`config.mk`:
```
export PLATFORM = sky130hd
export DESIGN_NAME = blk_merge_skip
export DESIGN_NICKNAME = d
export VERILOG_FILES = /design/src/rtl/blk_merge_pkg.sv /design/src/rtl/blk_merge_phase.sv /design/src/rtl/blk_merge_ctrl.sv /design/src/rtl/blk_merge_route.sv /design/src/rtl/blk_merge_skip.sv
export SDC_FILE = /design/constraint.sdc
export NUM_CORES = 1
export LEC_CHECK = 0
export CAP_MARGIN = 0
export CORE_ASPECT_RATIO = 0.6
export CORE_UTILIZATION = 30
export CTS_BUF_LIST = sky130_fd_sc_hd__clkbuf_16
export DETAILED_ROUTE_END_ITERATION = 8
export PLACE_DENSITY = 0.85
export SETUP_SLACK_MARGIN = 0.4
export SLEW_MARGIN = 10
export SYNTH_ARGS = -nofsm -noshare
export SYNTH_HDL_FRONTEND = slang
export SYNTH_HIERARCHICAL = 1
export SYNTH_SLANG_ARGS = --single-unit
```
`constraint.sdc`:
```
create_clock -name clk -period 2.86 [get_ports clk]
set_clock_uncertainty 0.2 [all_clocks]
set_input_delay 0.286 -clock clk [delete_from_list [all_inputs] [get_ports clk]]
set_output_delay 0.286 -clock clk [all_outputs]
set_load 0.03 [all_outputs]
```
`src/rtl/blk_merge_pkg.sv`:
```
package blk_merge_pkg;
    localparam int NUM_LANES = 2;
    localparam int LANE_W    = $clog2(NUM_LANES);

    typedef enum logic [1:0] {
        ST_LOAD,
        ST_DROP,
        ST_FWD
    } merge_state_e;
endpackage

```
`src/rtl/blk_merge_phase.sv`:
```
// Tracks position inside the current four-sample group and which lane is active.
module blk_merge_phase
    import blk_merge_pkg::*;
#(
    parameter int BLK_LEN = 4
) (
    input  logic              clk,
    input  logic              rst_n,
    input  logic              clear,
    input  logic              beat,
    output logic [LANE_W-1:0] sel,
    output logic              blk_end
);
    localparam int CNT_W = (BLK_LEN > 1) ? $clog2(BLK_LEN) : 1;
    localparam logic [CNT_W-1:0] LAST = CNT_W'(BLK_LEN - 1);

    logic [CNT_W-1:0]  cnt_q;
    logic [LANE_W-1:0] sel_q;

    assign blk_end = beat && (cnt_q == LAST);
    assign sel     = sel_q;

    always_ff @(posedge clk or negedge rst_n) begin
        if (!rst_n) begin
            cnt_q <= '0;
            sel_q <= '0;
        end else if (clear) begin
            cnt_q <= '0;
            sel_q <= '0;
        end else if (beat) begin
            if (cnt_q == LAST) begin
                cnt_q <= '0;
                sel_q <= sel_q + LANE_W'(1);
            end else begin
                cnt_q <= cnt_q + CNT_W'(1);
            end
        end
    end
endmodule

```
`src/rtl/blk_merge_ctrl.sv`:
```
// Load / discard / forward sequencing and the completion flag.
module blk_merge_ctrl
    import blk_merge_pkg::*;
#(
    parameter int SKIP_W = 4
) (
    input  logic              clk,
    input  logic              rst_n,
    input  logic              start,
    input  logic [SKIP_W-1:0] skip_in,
    input  logic              blk_end,
    input  logic              fwd_beat,
    output logic              clear,
    output logic              drop_en,
    output logic              fwd_en,
    output logic              done
);
    merge_state_e      state_q, state_d;
    logic [SKIP_W-1:0] left_q;
    logic              done_q;

    always_comb begin
        state_d = state_q;
        unique case (state_q)
            ST_LOAD: state_d = (skip_in == '0) ? ST_FWD : ST_DROP;
            ST_DROP: if (blk_end && (left_q == SKIP_W'(1))) state_d = ST_FWD;
            ST_FWD:  state_d = ST_FWD;
            default: state_d = ST_LOAD;
        endcase
        if (start) state_d = ST_LOAD;
    end

    always_ff @(posedge clk or negedge rst_n) begin
        if (!rst_n) state_q <= ST_LOAD;
        else        state_q <= state_d;
    end

    always_ff @(posedge clk or negedge rst_n) begin
        if (!rst_n) begin
            left_q <= '0;
        end else if (state_q == ST_LOAD) begin
            left_q <= skip_in;
        end else if ((state_q == ST_DROP) && blk_end) begin
            left_q <= left_q - SKIP_W'(1);
        end
    end

    always_ff @(posedge clk or negedge rst_n) begin
        if (!rst_n) begin
            done_q <= 1'b0;
        end else if (start || (state_q == ST_LOAD)) begin
            done_q <= 1'b0;
        end else if (fwd_beat) begin
            done_q <= 1'b1;
        end
    end

    always_comb begin
        clear   = 1'b0;
        drop_en = 1'b0;
        fwd_en  = 1'b0;
        unique case (state_q)
            ST_LOAD: clear   = 1'b1;
            ST_DROP: drop_en = 1'b1;
            ST_FWD:  fwd_en  = 1'b1;
            default: clear   = 1'b1;
        endcase
    end

    assign done = done_q;
endmodule

```
`src/rtl/blk_merge_route.sv`:
```
// Lane ready generation and output multiplexing.
module blk_merge_route
    import blk_merge_pkg::*;
#(
    parameter int DATA_W = 32
) (
    input  logic [NUM_LANES-1:0][DATA_W-1:0] s_data,
    input  logic [NUM_LANES-1:0]             s_valid,
    output logic [NUM_LANES-1:0]             s_ready,
    input  logic [LANE_W-1:0]                sel,
    input  logic                             drop_en,
    input  logic                             fwd_en,
    input  logic                             m_ready,
    output logic [DATA_W-1:0]                m_data,
    output logic                             m_valid,
    output logic                             beat
);
    for (genvar g = 0; g < NUM_LANES; g++) begin : g_lane
        assign s_ready[g] = (sel == LANE_W'(g)) && (drop_en || (fwd_en && m_ready));
    end

    assign m_data  = s_data[sel];
    assign m_valid = fwd_en && s_valid[sel];
    assign beat    = s_valid[sel] && s_ready[sel];
endmodule

```
`src/rtl/blk_merge_skip.sv`:
```
module blk_merge_skip
    import blk_merge_pkg::*;
#(
    parameter int DATA_W  = 32,
    parameter int SKIP_W  = 4,
    parameter int BLK_LEN = 4
) (
    input  logic              clk,
    input  logic              rst_n,
    input  logic              start,
    input  logic [SKIP_W-1:0] skip_blocks,
    input  logic [DATA_W-1:0] s0_data,
    input  logic              s0_valid,
    output logic              s0_ready,
    input  logic [DATA_W-1:0] s1_data,
    input  logic              s1_valid,
    output logic              s1_ready,
    output logic [DATA_W-1:0] m_data,
    output logic              m_valid,
    input  logic              m_ready,
    output logic              skip_done
);
    logic [NUM_LANES-1:0][DATA_W-1:0] lane_data;
    logic [NUM_LANES-1:0]             lane_valid;
    logic [NUM_LANES-1:0]             lane_ready;
    logic [LANE_W-1:0]                sel;
    logic clear, drop_en, fwd_en, beat, blk_end;

    assign lane_data  = {s1_data, s0_data};
    assign lane_valid = {s1_valid, s0_valid};
    assign s0_ready   = lane_ready[0];
    assign s1_ready   = lane_ready[1];

    blk_merge_ctrl #(.SKIP_W(SKIP_W)) ctrl_i (
        .clk      (clk),
        .rst_n    (rst_n),
        .start    (start),
        .skip_in  (skip_blocks),
        .blk_end  (blk_end),
        .fwd_beat (beat && fwd_en),
        .clear    (clear),
        .drop_en  (drop_en),
        .fwd_en   (fwd_en),
        .done     (skip_done)
    );

    blk_merge_phase #(.BLK_LEN(BLK_LEN)) phase_i (
        .clk     (clk),
        .rst_n   (rst_n),
        .clear   (clear),
        .beat    (beat),
        .sel     (sel),
        .blk_end (blk_end)
    );

    blk_merge_route #(.DATA_W(DATA_W)) route_i (
        .s_data  (lane_data),
        .s_valid (lane_valid),
        .s_ready (lane_ready),
        .sel     (sel),
        .drop_en (drop_en),
        .fwd_en  (fwd_en),
        .m_ready (m_ready),
        .m_data  (m_data),
        .m_valid (m_valid),
        .beat    (beat)
    );
endmodule

```
Word-level counts from Yosys, hierarchy flattened
Cells that the tools add are included.
{"block": "totals", "inputBits": 74, "wordCells": 56, "reg_bits": 10}
{"block": "classes", "n_eq_ne": 7, "muxes": 22, "reduce_logical": 17, "magnitude_cmp": 1, "bitwise": 1, "add_sub_neg": 3}
{"operator": "two-way mux 32 bit", "n": 2}
{"operator": "two-way mux 2 bit", "n": 6}
{"operator": "two-way mux 1 bit", "n": 11}
{"operator": "logical AND 1 bit", "n": 9}
{"operator": "two-way mux 4 bit", "n": 2}
{"operator": "one-hot mux 2 bit (3 select lines)", "n": 1}
{"operator": "== test 2 bit, second input constant", "n": 2}
{"operator": "== test 4 x 1 -> 1 bit, second input constant", "n": 1}
{"operator": "zero test 4 bit", "n": 1}
{"operator": "inequality test 2 x 1 -> 1 bit, second input constant", "n": 2}
{"operator": "nonzero test 2 bit", "n": 2}
{"operator": "subtractor 4 x 1 -> 4 bit, second input constant", "n": 1}
{"operator": "inequality test 3 x 2 -> 1 bit, second input constant", "n": 1}
{"operator": "adder 2 x 1 -> 2 bit, second input constant", "n": 1}
{"operator": "== test 2 x 1 -> 1 bit, second input constant", "n": 1}
{"operator": "zero test 2 bit", "n": 1}
{"operator": "logical OR 1 bit", "n": 2}
{"operator": "< comparator 1 x 2 -> 1 bit, second input constant", "n": 1}
{"operator": "AND reduction 2 bit", "n": 1}
{"operator": "OR reduction 2 bit", "n": 1}
{"operator": "adder 1 bit, second input constant", "n": 1}
{"operator": "inverter 1 bit", "n": 1}

Depth between registers and ports, before layout
{"block": "depth", "ltp_word": 13, "ltp_mapped": 8, "ltp_nobuf": 8}

Cells and area by module
The synthesis kept the hierarchy.
{"mod": "blk_merge_route", "seq_area_each_um2": 0.0, "area_each_um2": 566.8, "n_inst": 1, "cells_each": 42}
{"mod": "blk_merge_ctrl", "seq_area_each_um2": 175.2, "area_each_um2": 442.9, "n_inst": 1, "cells_each": 46}
{"mod": "blk_merge_phase", "seq_area_each_um2": 75.1, "area_each_um2": 147.6, "n_inst": 1, "cells_each": 12}
{"mod": "blk_merge_skip", "seq_area_each_um2": 0.0, "area_each_um2": 6.3, "n_inst": 1, "cells_each": 1}

Worst setup path before layout
No wires, ideal clock.
{"block": "synth_timing", "kind": "register -> register", "startpoint": "register ctrl_i.state_q[1]", "endpoint": "register ctrl_i.left_q[3]", "arrival_time_ps": 1882, "n_path_buf": 0, "setup_slack_ps": 709, "stages_incl_launch_ff": 9, "setup_ps": 69, "path_cell_list": "dfrtp_1 > inv_1 > ha_1 > a21oi_1 > nor2_1 > and2_4 > nand2_1 > or4_1 > nand3_1"}
{"item": "start: declaration", "line_no": "blk_merge_ctrl.sv:18", "text": "merge_state_e state_q, state_d;"}
{"item": "start signal: assignment", "line_no": "blk_merge_ctrl.sv:35", "text": "else state_q <= state_d;"}
{"item": "== test 2 x 1 -> 1 bit *", "line_no": "blk_merge_ctrl.sv:62", "text": "unique case (state_q)"}
{"item": "two-way mux 1 bit *", "line_no": "blk_merge_ctrl.sv:62"}
{"item": "net drop_en", "line_no": "blk_merge_skip.sv:27", "text": "logic clear, drop_en, fwd_en, beat, blk_end;"}
{"item": "logical OR 1 bit *", "line_no": "blk_merge_route.sv:19", "text": "assign s_ready[g] = (sel == LANE_W'(g)) && (drop_en || (fwd_en && m_ready));"}
{"item": "logical AND 1 bit", "line_no": "blk_merge_route.sv:19"}
{"item": "two-way mux 1 bit (implied by the code) * (2 in a row)", "line_no": "blk_merge_route.sv:24", "text": "assign beat = s_valid[sel] && s_ready[sel];"}
{"item": "logical AND 1 bit *", "line_no": "blk_merge_route.sv:24"}
{"item": "net beat", "line_no": "blk_merge_skip.sv:27"}
{"item": "logical AND 1 bit *", "line_no": "blk_merge_phase.sv:20", "text": "assign blk_end = beat && (cnt_q == LAST);"}
{"item": "net blk_end", "line_no": "blk_merge_skip.sv:27"}
{"item": "logical AND 1 bit *", "line_no": "blk_merge_ctrl.sv:43", "text": "end else if ((state_q == ST_DROP) && blk_end) begin"}
{"item": "nonzero test 2 bit (no source line) *"}
{"item": "end signal: assignment", "line_no": "blk_merge_ctrl.sv:42", "text": "left_q <= skip_in;"}
{"item": "end signal: assignment", "line_no": "blk_merge_ctrl.sv:44", "text": "left_q <= left_q - SKIP_W'(1);"}
{"item": "end: declaration", "line_no": "blk_merge_ctrl.sv:19", "text": "logic [SKIP_W-1:0] left_q;"}
The timed path passes the listed nets; every way through them passes the cells marked *. The select of a mux whose other input is x is not followed.
A chain may end at the register's enable or synchronous reset.

Worst setup path in the final report
{"block": "layout_timing", "startpoint": "register ctrl_i.state_q[0]", "endpoint": "output s1_ready"}
{"block": "layout_via", "elab_chain_cells": 5}
{"item": "== test 2 bit", "line_no": "blk_merge_ctrl.sv:62"}
{"item": "two-way mux 1 bit", "line_no": "blk_merge_ctrl.sv:62"}
{"item": "net fwd_en", "line_no": "blk_merge_skip.sv:27"}
{"item": "logical AND 1 bit", "line_no": "blk_merge_route.sv:19"}
{"item": "logical OR 1 bit", "line_no": "blk_merge_route.sv:19"}
{"item": "logical AND 1 bit", "line_no": "blk_merge_route.sv:19"}
{"item": "end: declaration", "line_no": "blk_merge_skip.sv:17", "text": "output logic s1_ready,"}
The timed path passes the listed nets, and every way through them passes these cells.

==> run metrics <==
Pwr Total 1.04 mW; placer's final routability congestion estimate 0.898; vias per cell approximately 4.5; x dimension of the die 82.4 µm; DRC Markers 0; wire per inst 14.4 µm; Critical Path End Type output pin; maximum VDD drop 0.480 mV; post-route ant nets 0; IO Port Bufs 109; dominant cells by area after synthesis mux2_4, dfrtp_1, ha_1; Layout Nets 293; synth warn 6; endpoints failing hold 0; Vias 1154; Final setup viols 0; CP Class register to output pin; Ports 110; Fmax approximately 420 MHz; initial antenna violation count 0; Congestion Overflow GR 0; most frequent cells in the layout clkdlybuf4s50_1, mux2_4, dlymetal6s2s_1; outcome finished clean; CTS tree yes; Synth Area per Inst 11.5 µm²; Max Slew Vio Count 0; Sink Count 10; WP data arrival 1.92 ns; Layout Cells excl Fill ~260; antenna cell count 0; vias in the first global route 1055; Synth Instances 101; row count 17; Worst EP required 2.37 ns; crit-path cells inv_1 -> ha_1 -> a21oi_1 -> nor2b_1 -> clkdlybuf4s50_1; min cycle time layout between 2 and 2.5 ns; GRT Util Overall 16.8%; max_slew headroom between 60% and 70%; sequential-to-total area share from yosys stat ~22%; CP Launch Type register; Tcrit/Tclk final a little over four fifths; #FFs+latches synth 10; Crit path max-delay family buffers and inverters; Routed Wire Length 3710 µm; Hold/Removal Path Class input pin to async pin; htree depth 1; PwrDens 439 mW/mm²; core area 0.00368 mm²; most common cell after layout, fill and taps aside clkdlybuf4s50_1; max-cap viol count 0; Synth cell types 28; Worst-Skew Late Latency about 0.23 ns; crit path buf inv count 2; Iter 0 DRT Violations 18; total CTS buffers 3; CP peak stage delay 0.60 ns; Post-Syn Area ~0.0012 mm²; RSZ-0062 raised after global routing no; setup TNS 0 ns; # placed instances ~250; clk slew on worst S/H paths 0.04 ns; area growth from synthesis to layout 104%; Synth area leader mux2_4; syn_nets around 180; Clock Root Buffer clkbuf_16; worst-path maximum fanout 4; pin count of the biggest net entering global routing 15; Yosys top cell area share 37.4%; global-route wire length before repair 5150 µm; cts hold-fix bufs 0; die span in y 50.2 µm; CP max stage cell clkdlybuf4s50_1; Slew @ Worst Pin between 0.4 and 0.5 ns; layout cells sized above 1 20.4%; worst-case clock buffer depth 2; die footprint 0.00414 mm²; First-pass DRT Iterations 4; DP HPWL 3160 µm; P_leak 1.08 nW; Initial Util 31.6%
==> metrics by stage <==
step / cell area (µm²) / setup WS (ns) / hold WS [ns] / util (%)
after global placement: 2270 / 0.550 / 0.329 / 61.7
after floorplan: 1160 / 0.709 / -0.210 / -
final: 2380 / 0.457 / 0.174 / 64.6
after global routing: 2380 / 0.382 / 0.212 / 64.6
after CTS: 2350 / 0.402 / 0.184 / 63.8
after detailed placement: 2270 / 0.458 / 0.334 / 61.7
==> Yosys cell counts <==
master	instances
o32ai_1	1
xnor2_1	2
inv_1	6
nand4bb_1	1
nor2b_1	3
a211o_1	2
clkbuf_1	1
mux2i_1	3
buf_12	2
and2_1	1
o21ai_0	2
nor2_1	6
buf_6	1
o211ai_1	1
xor2_1	1
a21oi_1	3
mux2_2	5
and2_4	1
mux2_4	29
nand3_1	3
or4_1	1
ha_1	7
nor3_1	1
dfrtp_1	10
nand2_1	5
buf_8	1
or3_1	1
nor4_1	1
==> worst paths after layout <==
kind,to,startpoint,cells past startpoint,slack (ns)
max,s1_ready,ctrl_i/state_q[0]$_DFFE_PN0P_,5,0.46
min,ctrl_i/done$_DFFE_PN0P_,rst_n,1,0.17
max reg2reg,ctrl_i/state_q[0]$_DFFE_PN0P_,ctrl_i/state_q[1]$_DFFE_PN0P_,8,0.56
min reg2reg,ctrl_i/done$_DFFE_PN0P_,ctrl_i/done$_DFFE_PN0P_,2,0.34
max in group asynchronous,phase_i/sel$_DFFE_PN0P_,rst_n,1,1.94
min in group clk,ctrl_i/done$_DFFE_PN0P_,ctrl_i/done$_DFFE_PN0P_,2,0.34
==> final cells by class <==
type / count / area [µm²]
clock inverters: 1 / 3.75
multi-input cells: 80 / 826
inverters: 6 / 22.5
fillers: 286 / 1300
repair buffers: 111 / 1140
well taps: 47 / 58.8
flip-flops and latches: 10 / 254
clock buffers: 3 / 75.1
==> state kept, by name, summed over array words and instances (netlist names) <==
signal	count
ctrl_i/state_q	2
phase_i/sel	1
phase_i/cnt_q	2
ctrl_i/left_q	4
ctrl_i/done	1
==> what timing repair did <==
item	in CTS	in global routing
endpoints found under the setup margin	13	15
setup buffers	0	0
endpoints found under the hold margin	0	0
resized for setup	5	12
==> per-layer routing <==
metal	global-route usage [%]	wire length [µm]
met1	21.1	1640
met2	28.4	1720
met3	5.45	306
met4	2.63	35
met5	0	0
==> report_power, final <==
group	leakage [nW]	internal (mW)	switching, mW
clock	0.0385	0.183	0.0595
combinational	0.918	0.291	0.283
sequential	0.128	0.190	0.0380
==> cell families (layout without fill, tap and decap cells) <==
logic type               after synthesis  in the layout  synth area share, %
AND/OR/NAND/NOR                       24             24                 10.9
buffers and inverters                 11            121                 7.96
XOR/XNOR                               3              3                 2.26
flip-flops                            10             10                 21.5
multiplexers                          37             37                 44.8
adder cells (fa/ha/maj)                7              7                 7.53
AO/OA/AOI/OAI                          9              9                 5.05
(Power assumes the default switching activity.)
